`config.mk`:
```
export PLATFORM = sky130hd
export DESIGN_NAME = mul_periph
export DESIGN_NICKNAME = d
export VERILOG_FILES = /design/src/rtl/mulp_pkg.sv /design/src/rtl/mulp_rst_sync.sv /design/src/rtl/mulp_extend.sv /design/src/rtl/mulp_datapath.sv /design/src/rtl/mul_periph.sv
export SDC_FILE = /design/constraint.sdc
export NUM_CORES = 1
export LEC_CHECK = 0
export ABC_AREA = 1
export BUFFER_PORTS_ARGS = -buffer_cell sky130_fd_sc_hd__buf_2
export CAP_MARGIN = 20
export CORE_AREA = 2 2 288 290
export DETAILED_ROUTE_END_ITERATION = 6
export DIE_AREA = 0 0 290 292
export PLACE_DENSITY = 0.41
export SETUP_SLACK_MARGIN = 0.4
export SLEW_MARGIN = 20
export SYNTH_ARGS = -nofsm -noshare
export SYNTH_HDL_FRONTEND = slang
export SYNTH_SLANG_ARGS = --single-unit
```
`constraint.sdc`:
```
create_clock -name clk -period 3.75 [get_ports clk]
set_clock_uncertainty 0.15 [all_clocks]
set_input_delay 0.5625 -clock clk [delete_from_list [all_inputs] [get_ports clk]]
set_output_delay 0.5625 -clock clk [all_outputs]
set_load 0.03 [all_outputs]
```
`src/rtl/mulp_pkg.sv`:
```
package mulp_pkg;

  typedef enum logic [1:0] {
    MD_UMUL = 2'd0,
    MD_SMUL = 2'd1,
    MD_UMAC = 2'd2,
    MD_SMAC = 2'd3
  } mode_e;

  // word indices (byte address >> 1)
  localparam int WI_OP1_FIRST = 8;
  localparam int WI_OP1_LAST  = 11;
  localparam int WI_OP2       = 12;
  localparam int WI_RLO       = 13;
  localparam int WI_RHI       = 14;
  localparam int WI_REXT      = 15;

  function automatic logic mode_signed(mode_e m);
    return (m == MD_SMUL) || (m == MD_SMAC);
  endfunction

endpackage

```
`src/rtl/mulp_rst_sync.sv`:
```
module mulp_rst_sync (
  input  logic clk,
  input  logic rst_n,
  output logic rst_n_sync
);
  logic [1:0] sync_q;

  always_ff @(posedge clk or negedge rst_n) begin
    if (!rst_n) sync_q <= 2'b00;
    else        sync_q <= {sync_q[0], 1'b1};
  end

  assign rst_n_sync = sync_q[1];
endmodule

```
`src/rtl/mulp_extend.sv`:
```
module mulp_extend #(
  parameter int DATA_W = 16,
  parameter int BYTE_W = 8
) (
  input  logic [DATA_W-1:0] raw_i,
  input  logic              byte_i,
  input  logic              sgn_i,
  output logic [DATA_W-1:0] val_o
);
  localparam int PAD_W = DATA_W - BYTE_W;

  always_comb begin
    if (!byte_i)
      val_o = raw_i;
    else if (sgn_i)
      val_o = {{PAD_W{raw_i[BYTE_W-1]}}, raw_i[BYTE_W-1:0]};
    else
      val_o = {{PAD_W{1'b0}}, raw_i[BYTE_W-1:0]};
  end
endmodule

```
`src/rtl/mulp_datapath.sv`:
```
module mulp_datapath
  import mulp_pkg::*;
#(
  parameter int DATA_W = 16
) (
  input  logic [DATA_W-1:0]   op1_i,
  input  logic [DATA_W-1:0]   op2_i,
  input  mode_e               mode_i,
  input  logic [2*DATA_W-1:0] acc_i,
  output logic [2*DATA_W-1:0] res_o,
  output logic [DATA_W-1:0]   ext_o
);
  localparam int PROD_W = 2 * DATA_W;

  logic        [PROD_W-1:0] prod_u;
  logic signed [PROD_W-1:0] prod_s;
  logic        [PROD_W:0]   sum_u;
  logic        [PROD_W-1:0] sum_s;

  assign prod_u = PROD_W'(op1_i) * PROD_W'(op2_i);
  assign prod_s = PROD_W'($signed(op1_i)) * PROD_W'($signed(op2_i));
  assign sum_u  = {1'b0, acc_i} + {1'b0, prod_u};
  assign sum_s  = acc_i + prod_s;

  always_comb begin
    unique case (mode_i)
      MD_UMUL: begin
        res_o = prod_u;
        ext_o = '0;
      end
      MD_SMUL: begin
        res_o = prod_s;
        ext_o = {DATA_W{prod_s[PROD_W-1]}};
      end
      MD_UMAC: begin
        res_o = sum_u[PROD_W-1:0];
        ext_o = DATA_W'(sum_u[PROD_W]);
      end
      default: begin
        res_o = sum_s;
        ext_o = {DATA_W{sum_s[PROD_W-1]}};
      end
    endcase
  end
endmodule

```
`src/rtl/mul_periph.sv`:
```
module mul_periph
  import mulp_pkg::*;
#(
  parameter int DATA_W = 16,
  parameter int ADDR_W = 5
) (
  input  logic              clk,
  input  logic              rst_n,
  input  logic              bus_sel,
  input  logic              bus_wr,
  input  logic              bus_byte,
  input  logic [ADDR_W-1:0] bus_addr,
  input  logic [DATA_W-1:0] bus_wdata,
  output logic [DATA_W-1:0] bus_rdata,
  output logic              bus_wait
);
  localparam int BYTE_W = DATA_W / 2;
  localparam int PROD_W = 2 * DATA_W;
  localparam int WORD_W = ADDR_W - 1;

  logic rst_n_i;
  mulp_rst_sync u_rst (.clk(clk), .rst_n(rst_n), .rst_n_sync(rst_n_i));

  // state
  logic [DATA_W-1:0] op1_q, op2_q, lo_q, hi_q, ext_q;
  mode_e             mode_q;
  logic              busy_q;
  // next state
  logic [DATA_W-1:0] op1_d, op2_d, lo_d, hi_d, ext_d;
  mode_e             mode_d;
  logic              busy_d;

  // decode
  logic [WORD_W-1:0] word;
  logic              aligned, wr_ok, hit_op1, hit_op2;
  mode_e             addr_mode;
  logic [DATA_W-1:0] op1_wval, op2_wval, plain_wval;

  assign word      = bus_addr[ADDR_W-1:1];
  assign aligned   = ~bus_addr[0];
  assign wr_ok     = bus_sel & bus_wr & aligned & ~busy_q;
  assign hit_op1   = (int'(word) >= WI_OP1_FIRST) && (int'(word) <= WI_OP1_LAST);
  assign hit_op2   = (int'(word) == WI_OP2);
  assign addr_mode = mode_e'(word[1:0]);

  mulp_extend #(.DATA_W(DATA_W), .BYTE_W(BYTE_W)) u_ext1 (
    .raw_i(bus_wdata), .byte_i(bus_byte), .sgn_i(mode_signed(addr_mode)), .val_o(op1_wval));
  mulp_extend #(.DATA_W(DATA_W), .BYTE_W(BYTE_W)) u_ext2 (
    .raw_i(bus_wdata), .byte_i(bus_byte), .sgn_i(mode_signed(mode_q)), .val_o(op2_wval));
  mulp_extend #(.DATA_W(DATA_W), .BYTE_W(BYTE_W)) u_extr (
    .raw_i(bus_wdata), .byte_i(bus_byte), .sgn_i(1'b0), .val_o(plain_wval));

  logic [PROD_W-1:0] dp_res;
  logic [DATA_W-1:0] dp_ext;

  mulp_datapath #(.DATA_W(DATA_W)) u_dp (
    .op1_i(op1_q), .op2_i(op2_q), .mode_i(mode_q),
    .acc_i({hi_q, lo_q}), .res_o(dp_res), .ext_o(dp_ext));

  // next-state logic
  always_comb begin
    op1_d  = op1_q;
    op2_d  = op2_q;
    lo_d   = lo_q;
    hi_d   = hi_q;
    ext_d  = ext_q;
    mode_d = mode_q;
    busy_d = 1'b0;
    if (busy_q) begin
      {hi_d, lo_d} = dp_res;
      ext_d        = dp_ext;
    end else if (wr_ok) begin
      if (hit_op1) begin
        op1_d  = op1_wval;
        mode_d = addr_mode;
      end else if (hit_op2) begin
        op2_d  = op2_wval;
        busy_d = 1'b1;
      end else if (int'(word) == WI_RLO) begin
        lo_d = plain_wval;
      end else if (int'(word) == WI_RHI) begin
        hi_d = plain_wval;
      end else if (int'(word) == WI_REXT) begin
        ext_d = plain_wval;
      end
    end
  end

  logic reg_en;
  assign reg_en = busy_q | wr_ok;

  // registers
  always_ff @(posedge clk or negedge rst_n_i) begin
    if (!rst_n_i) begin
      op1_q  <= '0;
      op2_q  <= '0;
      lo_q   <= '0;
      hi_q   <= '0;
      ext_q  <= '0;
      mode_q <= MD_UMUL;
      busy_q <= 1'b0;
    end else if (reg_en) begin
      op1_q  <= op1_d;
      op2_q  <= op2_d;
      lo_q   <= lo_d;
      hi_q   <= hi_d;
      ext_q  <= ext_d;
      mode_q <= mode_d;
      busy_q <= busy_d;
    end
  end

  // read mux
  always_comb begin
    bus_rdata = '0;
    if (aligned) begin
      if (hit_op1)                     bus_rdata = op1_q;
      else if (hit_op2)                bus_rdata = op2_q;
      else if (int'(word) == WI_RLO)   bus_rdata = lo_q;
      else if (int'(word) == WI_RHI)   bus_rdata = hi_q;
      else if (int'(word) == WI_REXT)  bus_rdata = ext_q;
    end
  end

  assign bus_wait = busy_q;

  // assertions
  p_start_r3: assert property (@(posedge clk) disable iff (!rst_n_i)
    (wr_ok && hit_op2) |=> bus_wait);
  p_wait_one_r3: assert property (@(posedge clk) disable iff (!rst_n_i)
    bus_wait |=> !bus_wait);
  p_op1_only_r2: assert property (@(posedge clk) disable iff (!rst_n_i)
    (wr_ok && hit_op1) |=> ($stable(lo_q) && $stable(hi_q) && $stable(ext_q) && !bus_wait));
  p_umul_ext_r4: assert property (@(posedge clk) disable iff (!rst_n_i)
    (busy_q && mode_q == MD_UMUL) |=> (ext_q == '0));
  p_smul_ext_r5: assert property (@(posedge clk) disable iff (!rst_n_i)
    (busy_q && mode_q == MD_SMUL) |=> (ext_q == {DATA_W{hi_q[DATA_W-1]}}));
  p_umac_ext_r6: assert property (@(posedge clk) disable iff (!rst_n_i)
    (busy_q && mode_q == MD_UMAC) |=> (ext_q[DATA_W-1:1] == '0));
  p_smac_ext_r7: assert property (@(posedge clk) disable iff (!rst_n_i)
    (busy_q && mode_q == MD_SMAC) |=> (ext_q == {DATA_W{hi_q[DATA_W-1]}}));
  p_hold_r11: assert property (@(posedge clk) disable iff (!rst_n_i)
    busy_q |=> ($stable(op1_q) && $stable(op2_q) && $stable(mode_q)));

endmodule

```
---- Word-level counts from Yosys, hierarchy flattened ----
Cells that the tools add are included.
word-level totals
  register bits ........................... 85
  output and inout port bits .............. 17
  input bits .............................. 26
  word-level logic and storage cells ...... 82
operators by class
  $add $sub $neg .......................... 2
  multipliers ............................. 2
  bitwise gates (word level) .............. 7
  equality and inequality tests ........... 13
  mux-type cells .......................... 35
  reductions and logical operators ........ 13
  magnitude comparators ................... 2
operator list
  kind                                                             number
  16-bit 2-to-1 mux                                                29
  32-bit one-hot mux with 3 select lines                           1
  16-bit by 16-bit multiplier with 32-bit output                   2
  16-bit one-hot mux with 3 select lines                           1
  32-bit by 32-bit adder with 33-bit output                        1
  32-bit adder                                                     1
  5-bit AND reduction                                              2
  4-bit by 3-bit == test with 1-bit output, second input constant  2
  2-bit inequality test, second input constant                     4
  2-bit nonzero test                                               4
  7-bit AND reduction                                              1
  2-bit == test, second input constant                             3
  6-bit AND reduction                                              1
  2-bit by 1-bit == test with 1-bit output, second input constant  2
  4-bit by 1-bit == test with 1-bit output, second input constant  1
  4-bit by 2-bit == test with 1-bit output, second input constant  1
  4-bit greater-or-equal comparator, second input constant         1
  4-bit less-or-equal comparator, second input constant            1
  1-bit 2-to-1 mux                                                 4
  4-bit AND reduction                                              1
  1-bit AND                                                        3
  1-bit inverter                                                   3
  2-bit zero test                                                  1
  1-bit logical OR                                                 2
  other kinds (2)                                                  2

---- Longest topological paths before layout ----
  depth in word-level cells ............... 8
  gate-level depth with buffers ........... 43
  gate-level depth less buffers ........... 40

---- Modules after synthesis ----
A second synthesis with hierarchy kept.
second synthesis, totals
  cell total of the unflattened synthesis .. 3,900
  area, all modules ....................... 26,211.4 um^2
by module, submodules not included
  module         area each (um^2)  cells each  instances  sequential area each (um^2)
  mulp_datapath  21,033.9          3,171       1          0.0
  mul_periph     4,722.0           648         1          2,077.0
  mulp_extend    133.9             26          3          0.0
  mulp_rst_sync  53.8              3           1          50.0

---- Least setup slack after synthesis ----
Ideal clock, no wire load.
  path type ............................... flip-flop to flip-flop
  from .................................... register op1_q[10]
  to ...................................... register ext_q[3]
  cell stages (with the launch flop) ...... 33
  data required time ...................... 3.475 ns
  period minus slack after synthesis ...... 7.228 ns
  slack ................................... -3.478 ns
  path buffers ............................ 3
  library setup time ...................... 0.125 ns
  arrival ................................. 6.953 ns
  cells stage by stage .................... dfrtp_1 -> clkbuf_1 -> clkbuf_1 -> nand2_1 -> fa_1 -> fa_1 -> inv_1 -> fa_1 -> fa_1 -> inv_1 -> fa_1 -> fa_1 -> inv_1 -> ha_1 -> a21o_1 -> nor2_1 -> nand2_1 -> a31oi_1 -> inv_1 -> or2_2 -> and2_1 -> ha_1 -> a21oi_1 -> o21bai_1 -> a21oi_1 -> nand2_1 -> a21oi_1 -> nand3_1 -> nand3_2 -> nand2_2 -> nand2_4 -> buf_8 -> nand3_1
on the way
  word-level cells in the longest chain between the ends .. 4
RTL lines
  item                                              RTL line             RTL
  start: declaration                                mul_periph.sv:25     logic [DATA_W-1:0] op1_q, op2_q, lo_q, hi_q, ext_q;
  start signal: assignment                          mul_periph.sv:103    op1_q <= op1_d;
  16-bit by 16-bit multiplier with 32-bit output *  mulp_datapath.sv:21  assign prod_s = PROD_W'($signed(op1_i)) * PROD_W'($signed(op2_i));
  32-bit adder                                      mulp_datapath.sv:23  assign sum_s = acc_i + prod_s;
  16-bit one-hot mux with 3 select lines *          mulp_datapath.sv:26  unique case (mode_i)
  16-bit 2-to-1 mux *                               mul_periph.sv:69     if (busy_q) begin
  end signal: assignment                            mul_periph.sv:107    ext_q <= ext_d;
  end: declaration                                  mul_periph.sv:25
Mark *: on every way between the ends. The rest lies on a longest branch, timed or not.
A chain may end at the register's enable or synchronous reset.

---- Worst setup path after layout ----
  from .................................... register op2_q[15]
  to ...................................... register hi_q[14]
on the way
  word-level cells in the longest chain between the ends .. 4
  elaborated cells between the ends (all ways) .. 6
  those cells by class .................... add/sub: 2; mul: 2; mux: 2
RTL lines
  item                                                                              RTL line                                  RTL
  start: declaration                                                                mul_periph.sv:25
  start signal: assignment                                                          mul_periph.sv:104                         op2_q <= op2_d;
  16-bit by 16-bit multiplier with 32-bit output, on equally long branches          mulp_datapath.sv:21, mulp_datapath.sv:20
  32-bit adder / 32-bit by 32-bit adder with 33-bit output (equally long branches)  mulp_datapath.sv:23, mulp_datapath.sv:22
  32-bit one-hot mux with 3 select lines *                                          mulp_datapath.sv:26
  16-bit 2-to-1 mux *                                                               mul_periph.sv:69
  end signal: assignment                                                            mul_periph.sv:106                         hi_q <= hi_d;
  end: declaration                                                                  mul_periph.sv:25
Marks and branches as above.

==> flow_summary.html <==
<table>
<tr><th>Metric</th><th>Value</th></tr>
<tr><th colspan="2">Synthesis</th></tr>
<tr><td>Warnings, synthesis</td><td>0</td></tr>
<tr><td>Commonest cells in the synthesized netlist</td><td>839 x inv_1, 785 x nand2_1, 365 x fa_1</td></tr>
<tr><td>Cell types occupying the most area after synthesis</td><td>fa_1 30%, inv_1 13%, nand2_1 12%</td></tr>
<tr><td>Share of the synthesized netlist area taken by xor and xnor gates</td><td>under 10%</td></tr>
<tr><td>Synthesized-area fraction occupied by and/or/nand/nor cells</td><td>22.0%</td></tr>
<tr><td>Count of different cell masters after synthesis</td><td>55</td></tr>
<tr><td>Cell with the most instances after synthesis</td><td>inv_1</td></tr>
<tr><td>Portion of synthesized cell area occupied by the leading cell type</td><td>30.0%</td></tr>
<tr><td>Mean instance size in the synthesized netlist</td><td>roughly 7.1 µm²</td></tr>
<tr><td>Total of flip-flops plus latches after synthesis</td><td>85</td></tr>
<tr><td>Post-synthesis instance area</td><td>24300 µm²</td></tr>
<tr><td>Most instantiated flip-flop cell in the synthesis netlist</td><td>dfrtp_1</td></tr>
<tr><td>Largest family of logic cells by synthesized area</td><td>adder cells</td></tr>
<tr><td>Area fraction in compound gates after synthesis</td><td>about 11%</td></tr>
<tr><td>Post-Synth Adder-Cell Area</td><td>between 40% and 50%</td></tr>
<tr><td>Largest area contributor in the synthesized netlist</td><td>fa_1</td></tr>
<tr><td>Multiplexer share of the synthesized area</td><td>0%</td></tr>
<tr><td>Post-synthesis cell count</td><td>roughly 3.4k</td></tr>
<tr><td>Number of enable flip-flop cells after synthesis</td><td>0</td></tr>
<tr><td>Sequential element share of the synthesized area</td><td>under 10%</td></tr>
<tr><td>Async SR Flop Fraction</td><td>100%</td></tr>
<tr><td>Net count after synthesis</td><td>4026</td></tr>
<tr><th colspan="2">Global route</th></tr>
<tr><td>Via count of the first global-routing pass</td><td>roughly 26k</td></tr>
<tr><td>Global-route wire length before repair</td><td>between 150000 and 200000 µm</td></tr>
<tr><td>Overflow left after global routing</td><td>0</td></tr>
<tr><td>Initial antenna violation count</td><td>0</td></tr>
<tr><td>GRT Util Overall</td><td>between 20% and 30%</td></tr>
<tr><td>Pin count of the biggest net entering global routing</td><td>36</td></tr>
<tr><th colspan="2">Status</th></tr>
<tr><td>Outcome</td><td>complete, but fails checks</td></tr>
<tr><td>Violated checks</td><td>negative setup slack</td></tr>
<tr><th colspan="2">Placement</th></tr>
<tr><td>Post-DP HPWL</td><td>about 93000 µm</td></tr>
<tr><td>PortBufs</td><td>42</td></tr>
<tr><td>Cell Count Post-Placement</td><td>5158</td></tr>
<tr><td>Final weighted congestion in routability-driven placement</td><td>approximately 0.95</td></tr>
<tr><th colspan="2">Worst setup path</th></tr>
<tr><td>Worst reg2reg path endpoint</td><td>hi_q[14]</td></tr>
<tr><td>Crit path required time</td><td>a little under 4000 ps</td></tr>
<tr><td>Nature of the critical path endpoint</td><td>flop</td></tr>
<tr><td>Worst setup path class</td><td>flop to flop</td></tr>
<tr><td>Largest driver fanout on the critical path</td><td>6</td></tr>
<tr><td>Setup crit end</td><td>hi_q[14]</td></tr>
<tr><td>Worst reg2reg startpoint</td><td>op2_q[15]</td></tr>
<tr><td>Setup slack of the worst register-to-register path</td><td>-3780 ps</td></tr>
<tr><td>Number of cells on the worst reg-to-reg path</td><td>38</td></tr>
<tr><td>Slowest cell on the critical path</td><td>fa_1</td></tr>
<tr><td>Critical Path Max Stage Delay</td><td>about 580 ps</td></tr>
<tr><td>Critical Path Start Type</td><td>flop</td></tr>
<tr><td>Arrival time reported for the critical path endpoint</td><td>around 7700 ps</td></tr>
<tr><td>Origin of the worst setup path</td><td>op2_q[15]</td></tr>
<tr><td>Cell mode on critical path</td><td>fa_1</td></tr>
<tr><th colspan="2">STA</th></tr>
<tr><td>Worst rel slew slack</td><td>approximately 45%</td></tr>
<tr><td>Min Clock Period, post-route</td><td>~7500 ps</td></tr>
<tr><td>Part of the cycle the worst path needs</td><td>201%</td></tr>
<tr><td>RSZ-0062 raised after global routing</td><td>yes</td></tr>
<tr><td>Worst Slack Setup Final</td><td>-3780 ps</td></tr>
<tr><td>Final number of hold-violating endpoints</td><td>0</td></tr>
<tr><td>Slew Viols, Final</td><td>0</td></tr>
<tr><td>Number of setup violations in the final report</td><td>44</td></tr>
<tr><td>Achievable Freq</td><td>~0.13 GHz</td></tr>
<tr><td>Worst Max-Slew Pin Slew</td><td>a little over 800 ps</td></tr>
<tr><th colspan="2">CTS</th></tr>
<tr><td>Clock input transition at the sequential cells of the worst setup and hold paths</td><td>approximately 80 ps</td></tr>
<tr><td>Max clock buf depth</td><td>2</td></tr>
<tr><td>Clock latency reported for the late side of the worst-skew pair</td><td>~390 ps</td></tr>
<tr><td>Total clock sinks</td><td>85</td></tr>
<tr><td>Root buf cell</td><td>clkbuf_16</td></tr>
<tr><td>H-tree levels</td><td>3</td></tr>
<tr><td>CTS tree</td><td>yes</td></tr>
<tr><td>CTS Buf Count</td><td>9</td></tr>
<tr><th colspan="2">Floorplan</th></tr>
<tr><td>Core outline area</td><td>81600 µm²</td></tr>
<tr><td>Horizontal die dimension</td><td>between 200 and 300 µm</td></tr>
<tr><td>Die H</td><td>292 µm</td></tr>
<tr><td>Die area</td><td>84700 µm²</td></tr>
<tr><td>Top-Level Pins</td><td>43</td></tr>
<tr><td>Number of placement rows</td><td>105</td></tr>
<tr><td>Initial standard-cell utilization of the core</td><td>roughly 30%</td></tr>
<tr><th colspan="2">Routing</th></tr>
<tr><td>Remaining number of nets flagged by the antenna check after routing</td><td>0</td></tr>
<tr><td>1st-iter DRT viols</td><td>1300</td></tr>
<tr><td>Vias per cell</td><td>4.71</td></tr>
<tr><td>Drt wl/cell</td><td>roughly 20 µm</td></tr>
<tr><td>Via count</td><td>~25k</td></tr>
<tr><td>Remaining routing DRC violations</td><td>0</td></tr>
<tr><td>1st-pass router iterations</td><td>5</td></tr>
<tr><td>Final wirelength</td><td>107000 µm</td></tr>
<tr><th colspan="2">Finish</th></tr>
<tr><td>Area taken by multi-input logic gates</td><td>around 22000 µm²</td></tr>
<tr><td>Final Instance Count excl. Fillers</td><td>approximately 5.3k</td></tr>
<tr><td>Proportion of layout cells with a drive suffix above 1</td><td>35.2%</td></tr>
<tr><td>Total of fill cells in the finished design</td><td>8438</td></tr>
<tr><td>Number of nets in the layout</td><td>between 4k and 5k</td></tr>
<tr><td>Area Overhead vs Synth</td><td>45.5%</td></tr>
<tr><td>Sequential cell area</td><td>about 2200 µm²</td></tr>
<tr><td>Ant diodes</td><td>0</td></tr>
<tr><th colspan="2">Worst hold path</th></tr>
<tr><td>Hold WC Path Type</td><td>flop to async pin</td></tr>
<tr><th colspan="2">Flow run</th></tr>
<tr><td>Max capacitance violation total</td><td>0</td></tr>
</table>
-- stage by stage --
| stage | cell area (µm²) | TNS [ps] | utilization (%) | worst slack, ps | hold WS [ps] |
|---|---|---|---|---|---|
| after floorplan | 25700 | -108980 | - | -2950 | 117 |
| after global placement | 32200 | -162680 | 39.5 | -4490 | 192 |
| after detailed placement | 32200 | -163020 | 39.5 | -4500 | 193 |
| after global routing | 35400 | -158270 | 43.4 | -4060 | 228 |
| final | 35400 | -144850 | 43.4 | -3780 | 185 |
| after CTS | 34500 | -144890 | 42.3 | -3670 | 215 |
-- state kept, by name, summed over array words and instances (netlist names) --
| signal | count |
|---|---|
| ext_q | 16 |
| hi_q | 16 |
| lo_q | 16 |
| op1_q | 16 |
| op2_q | 16 |
| mode_q | 2 |
| u_rst.sync_q | 2 |
| bus_wait | 1 |
-- worst min path at each step --
stage	to	cells past startpoint	slack [ps]
after floorplan	u_rst.sync_q[0]	0	120
after global placement	u_rst.sync_q[1]	0	190
after detailed placement	u_rst.sync_q[1]	0	190
after CTS	u_rst.sync_q[1]	0	220
after global routing	op1_q[4]	0	230
final	op1_q[4]	0	180
-- cells by family after synthesis --
family | Yosys count
buffers and inverters | 947
other | 1
DFF | 85
AOI/OAI and AO/OA | 465
xor gates and xnor gates | 60
adders and majority gates | 580
and+or+nand+nor | 1282
-- final cells by class --
| type | instances | area share (%) |
|---|---|---|
| Multi-Input combinational cell | 2389 | 61.3 |
| Timing Repair Buffer | 856 | 18.9 |
| Inverter | 848 | 9.01 |
| Clock inverter | 7 | 0.251 |
| Clock buffer | 9 | 0.636 |
| Tap cell | 1070 | 3.78 |
| Sequential cell | 85 | 6.08 |
-- per-layer routing --
layer / GRT usage (%) / wire, µm / vias to the layer above
met5: 0 / 0 / -
met4: 6.58 / 3050 / 0
met3: 2.30 / 4170 / 112
met2: 42.6 / 50300 / 518
met1: 35.8 / 49400 / 12200
li1: - / - / 12000
-- timing repair --
action,CTS,global route
endpoints found under the hold margin,2,0
resized for setup,339,161
buffers inserted,56,31
hold buffers,1,0
gates cloned,1,1
pin swaps,137,99
endpoints found under the setup margin,45,52
-- placed cells by master, fill, tap and decap left out, types with 44 or more instances in the layout --
| cell type | instances |
|---|---|
| a21oi_1 | 92 |
| a21oi_2 | 71 |
| buf_4 | 767 |
| dfrtp_1 | 68 |
| fa_1 | 346 |
| ha_1 | 116 |
| ha_4 | 91 |
| inv_1 | 780 |
| inv_2 | 62 |
| nand2_1 | 705 |
| nand2_2 | 67 |
| nand3_1 | 103 |
| nor2_1 | 156 |
| nor2_2 | 51 |
| o21ai_0 | 78 |
| o21ai_1 | 44 |
-- worst max-delay path, delay by kind of cell, from the launching register on --
kind / cells / cell delay, ps
fa+ha+maj: 8 / 3540
simple gates: 17 / 1970
buf+inv: 11 / 1050
flops: 1 / 420
compound gates: 2 / 260
Power is not shown: default switching activity piles up to over one toggle a cycle in this logic, so the estimate is an artifact.
